**src/rtl/irq_chain_pkg.sv**
```systemverilog
// Package: shared types for the interrupt chain node.
// Assumes: bus strobes arrive already synchronous to clk.
package irq_chain_pkg;

    // Decoded state of the processor bus strobes in one cycle
    typedef struct packed {
        logic frozen;   // M1 low: chain status must hold
        logic ack;      // M1 and IORQ low together
        logic rd_idle;  // RD high, the read strobe is not active
    } bus_phase_t;

endpackage

```
**src/rtl/irq_bus_phase.sv**
```systemverilog
// Module: irq_bus_phase
// Decodes the active-low bus strobes into the cycle phase used by the node.
// Assumes: inputs are stable around the rising clock edge.
module irq_bus_phase
    import irq_chain_pkg::*;
(
    input  logic       m1_n_i,
    input  logic       iorq_n_i,
    input  logic       rd_n_i,
    output bus_phase_t phase_o
);

    // Combine the strobes into the phase struct
    always_comb begin
        phase_o.frozen  = ~m1_n_i;
        phase_o.ack     = ~m1_n_i & ~iorq_n_i;
        phase_o.rd_idle = rd_n_i;
    end

endmodule

```
**src/rtl/irq_req_capture.sv**
```systemverilog
// Module: irq_req_capture
// Holds off local requests while the chain is frozen. A request seen in the
// frozen window is parked in a shadow flag and released at the first unfrozen edge.
// Assumes: synchronous active-low reset.
module irq_req_capture (
    input  logic clk,
    input  logic rst_n,
    input  logic req_i,
    input  logic frozen_i,
    output logic set_pend_o
);

    logic shadow_q;

    // Park requests that arrive while M1 is low
    always_ff @(posedge clk) begin
        if (!rst_n) begin
            shadow_q <= 1'b0;
        end else if (frozen_i) begin
            shadow_q <= shadow_q | req_i;
        end else begin
            shadow_q <= 1'b0;
        end
    end

    // Request to set the waiting flag, only outside the frozen window
    always_comb begin
        set_pend_o = ~frozen_i & (req_i | shadow_q);
    end

endmodule

```
**src/rtl/irq_svc_latch.sv**
```systemverilog
// Module: irq_svc_latch
// Waiting and in-service latches plus the grant flag that holds the vector
// enable for the whole acknowledge. A take moves waiting into service.
// Assumes: take_i occurs only while frozen, set_pend_i and release_i only outside it.
module irq_svc_latch (
    input  logic clk,
    input  logic rst_n,
    input  logic set_pend_i,
    input  logic take_i,
    input  logic release_i,
    input  logic ack_i,
    output logic pend_o,
    output logic insvc_o,
    output logic grant_o
);

    logic pend_q;
    logic insvc_q;
    logic grant_q;

    // Waiting latch: set by a new request, cleared when serviced
    always_ff @(posedge clk) begin
        if (!rst_n) begin
            pend_q <= 1'b0;
        end else if (take_i) begin
            pend_q <= 1'b0;
        end else if (set_pend_i) begin
            pend_q <= 1'b1;
        end
    end

    // In-service latch: set on winning an acknowledge, cleared on release
    always_ff @(posedge clk) begin
        if (!rst_n) begin
            insvc_q <= 1'b0;
        end else if (take_i) begin
            insvc_q <= 1'b1;
        end else if (release_i) begin
            insvc_q <= 1'b0;
        end
    end

    // Grant flag: remembers the win until the acknowledge ends
    always_ff @(posedge clk) begin
        if (!rst_n) begin
            grant_q <= 1'b0;
        end else begin
            grant_q <= ack_i & (take_i | grant_q);
        end
    end

    assign pend_o  = pend_q;
    assign insvc_o = insvc_q;
    assign grant_o = grant_q;

endmodule

```
**src/rtl/irq_chain_node.sv**
```systemverilog
// Module: irq_chain_node
// One node of a daisy-chained interrupt priority scheme. It raises an
// active-low interrupt, blocks the chain while it waits or is served, and
// drives its vector during an acknowledge it wins.
// Assumes: synchronous active-low reset; strobes synchronous to clk.
module irq_chain_node
    import irq_chain_pkg::*;
#(
    parameter int               VEC_W  = 8,
    parameter logic [VEC_W-1:0] VECTOR = '1
) (
    input  logic             clk,
    input  logic             rst_n,
    input  logic             req_i,
    input  logic             iei_i,
    input  logic             m1_n_i,
    input  logic             iorq_n_i,
    input  logic             rd_n_i,
    input  logic             reti_i,
    output logic             ieo_o,
    output logic             int_n_o,
    output logic [VEC_W-1:0] vec_o,
    output logic             vec_oe_o,
    output logic             pend_o,
    output logic             insvc_o
);

    bus_phase_t phase;
    logic       set_pend;
    logic       take;
    logic       release_svc;
    logic       pend;
    logic       insvc;
    logic       grant;

    irq_bus_phase u_phase (
        .m1_n_i   (m1_n_i),
        .iorq_n_i (iorq_n_i),
        .rd_n_i   (rd_n_i),
        .phase_o  (phase)
    );

    irq_req_capture u_capture (
        .clk        (clk),
        .rst_n      (rst_n),
        .req_i      (req_i),
        .frozen_i   (phase.frozen),
        .set_pend_o (set_pend)
    );

    // Win and release conditions for this node
    always_comb begin
        take        = phase.ack & phase.rd_idle & iei_i & pend;
        release_svc = reti_i & ~phase.frozen & iei_i;
    end

    irq_svc_latch u_latch (
        .clk        (clk),
        .rst_n      (rst_n),
        .set_pend_i (set_pend),
        .take_i     (take),
        .release_i  (release_svc),
        .ack_i      (phase.ack),
        .pend_o     (pend),
        .insvc_o    (insvc),
        .grant_o    (grant)
    );

    // Chain, interrupt and vector outputs
    always_comb begin
        ieo_o    = iei_i & ~pend & ~insvc;
        int_n_o  = ~(pend & iei_i);
        vec_oe_o = phase.ack & phase.rd_idle & iei_i & (pend | grant);
        vec_o    = vec_oe_o ? VECTOR : '0;
    end

    assign pend_o  = pend;
    assign insvc_o = insvc;

endmodule

```
**config.mk**
```make
export PLATFORM = sky130hd
export DESIGN_NAME = irq_chain_node
export DESIGN_NICKNAME = d
export VERILOG_FILES = /design/src/rtl/irq_chain_pkg.sv /design/src/rtl/irq_bus_phase.sv /design/src/rtl/irq_req_capture.sv /design/src/rtl/irq_svc_latch.sv /design/src/rtl/irq_chain_node.sv
export SDC_FILE = /design/constraint.sdc
export NUM_CORES = 1
export LEC_CHECK = 0
export ABC_CLOCK_PERIOD_IN_PS = 1970
export BUFFER_PORTS_ARGS = -buffer_cell sky130_fd_sc_hd__buf_2
export CAP_MARGIN = 10
export CORE_AREA = 2 2 39 41
export CTS_BUF_LIST = sky130_fd_sc_hd__clkbuf_8
export DETAILED_ROUTE_END_ITERATION = 7
export DIE_AREA = 0 0 41 43
export MAX_ROUTING_LAYER = met4
export SYNTH_ARGS = -nofsm -noshare
export SYNTH_HDL_FRONTEND = slang
export SYNTH_HIERARCHICAL = 1
export SYNTH_SLANG_ARGS = --single-unit
```
**constraint.sdc**
```tcl
create_clock -name clk -period 1.97 [get_ports clk]
set_clock_uncertainty 0.1 [all_clocks]
set_input_delay 0.394 -clock clk [delete_from_list [all_inputs] [get_ports clk]]
set_output_delay 0.394 -clock clk [all_outputs]
set_load 0.05 [all_outputs]
```
==> flow_results.org <==
** Global routing
- Largest net degree at the start of global routing :: 10
- Summed over all layers, the global routing overflow is 0.
- Vias in the first global route :: 176
- Antenna violations before repair :: 0
- The first global-routing pass estimated 724 um of wire.
- Overall global routing resource usage :: 7.297%

** Clocking
- Reg clk slew, reported paths :: 0.03 ns
- Clock H-tree levels :: 1
- Clock tree from TritonCTS :: done
- Resized cells post-CTS :: 0
- The clock passes through at most 2 buffers.
- The clock reaches the later pin of the worst-skew pair after 0.21 ns.
- Clock Sinks :: 4
- Cell at the root of the clock tree :: clkbuf_8
- Number of post-CTS setup repair buffers :: 0
- For this design, the CTS-stage hold fixing added 0 buffers.
- In this run, CTS created clock tree buffers numbering 3.

** STA
- Setup repair after global routing left no endpoint under its margin.
- For the pin with the worst max-slew slack, the measured transition is 0.2503 ns.
- Slew Limit Fails :: 0
- Setup total negative slack on the finished layout was measured at 0 ns.
- Max Clk Rate :: 585.3 MHz
- Number of endpoints failing setup at the final stage :: 0
- The worst path uses 86.72% of the clock period.
- The final hold violation count was 0.
- After layout, the minimum clock period comes to 1.708 ns.
- Headroom to the max-slew limit came out at 83.43%.

** Routing
- In this run the remaining antenna-violating nets after routing total 0.
- The detailed router placed 220 vias in this run.
- After detailed routing, the total wire length is 509 um.
- In the final routed layout, each cell accounts on average for 8.930 um.
- In this run, the number of DRC markers left after iteration 0 of detailed routing was 3.
- # DRC :: 0
- In the routed layout, each cell is associated on average with a via count of 3.860.
- Number of detailed-routing iterations run before antenna repair :: 3

** Critical path
- Gate family responsible for the most delay along the worst path :: buffers and inverters
- Traced cell by cell, the critical path runs through buf_2 > nor2_1 > o2111a_2 > buf_2.
- Kind of critical path :: primary input to output port
- Cell at the slowest stage of the critical path :: o2111a_2
- Total buffers and inverters traversed by the critical path :: 2
- Startpoint types :: primary input
- Of all nets on the critical path, the largest fanout is 9.
- WP data required :: 1.48 ns
- On the worst path, the slowest cell contributes a delay of 0.28 ns.
- Among the stages of the critical path, the cell type that occurs most often is buf_2.
- CP arrival :: 1.21 ns
- Element type at the critical path end :: output port

** Synth
- Number of different library cells in the post-synthesis netlist :: 14
- The number of nets in the synthesized netlist is 35.
- Warning count from the yosys run :: 6
- Summed over its instances, the top area cell type makes up 30.48% of the synthesized netlist area.
- Total of flip-flops plus latches after synthesis :: 4
- Post-Synthesis Cells :: 27
- The mapped netlist covers 262.8 um^2.
- Portion of the post-synthesis area used by sequential elements :: 30.48%
- dfxtp_1 takes more of the synthesized area than any other cell.
- Ranked by total cell area, the synthesized netlist is headed by dfxtp_1 30%, buf_4 26%, o211a_1 7.6%, nor2b_4 5.2%, nor3b_2 4.8%.
- Dividing the synthesized area by the synthesized cell count gives 9.732 um^2.

** Power
- The design draws 307.4 uW.
- VDD IR-drop max :: 0.3370 mV
- LEAKAGE :: 0.0002159 uW
- For this design the ratio of total power to cell area is 856.1 mW/mm^2.

** Floorplanning
- Chip width :: 41 um
- The total area inside the core boundary comes to 0.001384 mm^2.
- The floorplan has 14 rows.
- Once the floorplan was initialized, standard cells occupied 18.99% of the core.
- Overall die height :: 43 um
- Number of I/O pins :: 21
- Die outline area :: 0.001763 mm^2

** Placed design
- The congestion estimate from routability-driven global placement came to 0.5802.
- Count of input and output buffers :: 20

** Final layout
- Most common cell after layout, fill and taps aside :: buf_2
- Most used cells in the layout excluding fill and tap cells :: 20 x buf_2, 3 x clkbuf_8, 3 x dfxtp_1
- Fin nets :: 51
- Antenna Cells :: 0
- Cells with a size suffix above 1 make up 68.29% of the layout.
- From synthesis to final layout, the design area changed by 36.67%.

** Min path
- Worst hold path type :: primary input to flip-flop

** Status
- The run finished with clean final reports.

** Job
- Max-capacitance violation count :: 0
==> logic make-up after synthesis <==
group	count (synthesis)	synth area share, %
AO/OA/AOI/OAI	5	18.57
AND/OR/NAND/NOR	8	23.81
buffers and inverters	10	27.14
flip-flops	4	30.48
==> cells in the mapped netlist <==
master	instances
and3b_1	1
and4_1	1
buf_4	9
dfxtp_1	4
inv_1	1
nand2_1	1
nor2_1	2
nor2b_4	1
nor3b_1	1
nor3b_2	1
o2111a_1	1
o211a_1	2
o21a_1	1
o21ba_2	1
==> path summary, 6_finish.rpt <==
| path | start | endpoint | slack, ns | cells past startpoint |
|---|---|---|---|---|
| max | m1_n_i | vec_o[5] | 0.26 | 4 |
| min | req_i | u_capture/shadow_q | 0.32 | 2 |
| max reg2reg | u_latch/pend_o | u_latch/grant_o | 1.00 | 2 |
| min reg2reg | u_latch/grant_o | u_latch/grant_o | 0.38 | 1 |
==> routing by layer <==
layer  share of wire (%)  GRT usage, %
met3                 8.6         7.853
met2                  43         6.875
met1                  48         8.013
met5                   0             -
met4                   0         6.000
==> registers in the layout (all words and copies together), names as in the netlist <==
| signal | flops |
|---|---|
| u_latch/insvc_o | 1 |
| u_latch/grant_o | 1 |
| u_latch/pend_o | 1 |
| u_capture/shadow_q | 1 |
==> worst register-to-register path: cells and delay by family (launching register included) <==
| kind | cells | cell delay (ns) |
|---|---|---|
| flops | 1 | 0.34 |
| simple gates | 1 | 0.21 |
| compound gates | 1 | 0.22 |
==> final cells by class <==
cell class,instances,area [um^2]
clock buffer,3,41.29
fill,153,1025
inverter,1,3.754
multi-input combinational,13,112.6
sequential,4,81.33
tap,16,20.02
timing repair buffer,20,100.1
==> power breakdown <==
group          internal (uW)  total [uW]  switching (uW)
combinational           15.9        49.4            33.5
sequential              84.9        88.1            3.25
clock                    130         170            39.9
total                    231         307            76.6
==> stage by stage <==
stage	util, %	hold slack, ns	cell area, um^2	instances	setup slack, ns
6_report	25.95	0.3187	359.1	57	0.2616
5_1_grt	25.95	0.3200	359.1	57	0.1842
3_3_place_gp	22.97	0.3683	317.8	54	0.2749
4_1_cts	25.95	0.3105	359.1	57	0.2522
3_5_place_dp	22.97	0.3759	317.8	54	0.2567
2_1_floorplan	-	0.3552	265.3	27	0.1937
Note: power is estimated with default switching activity, not from simulation.
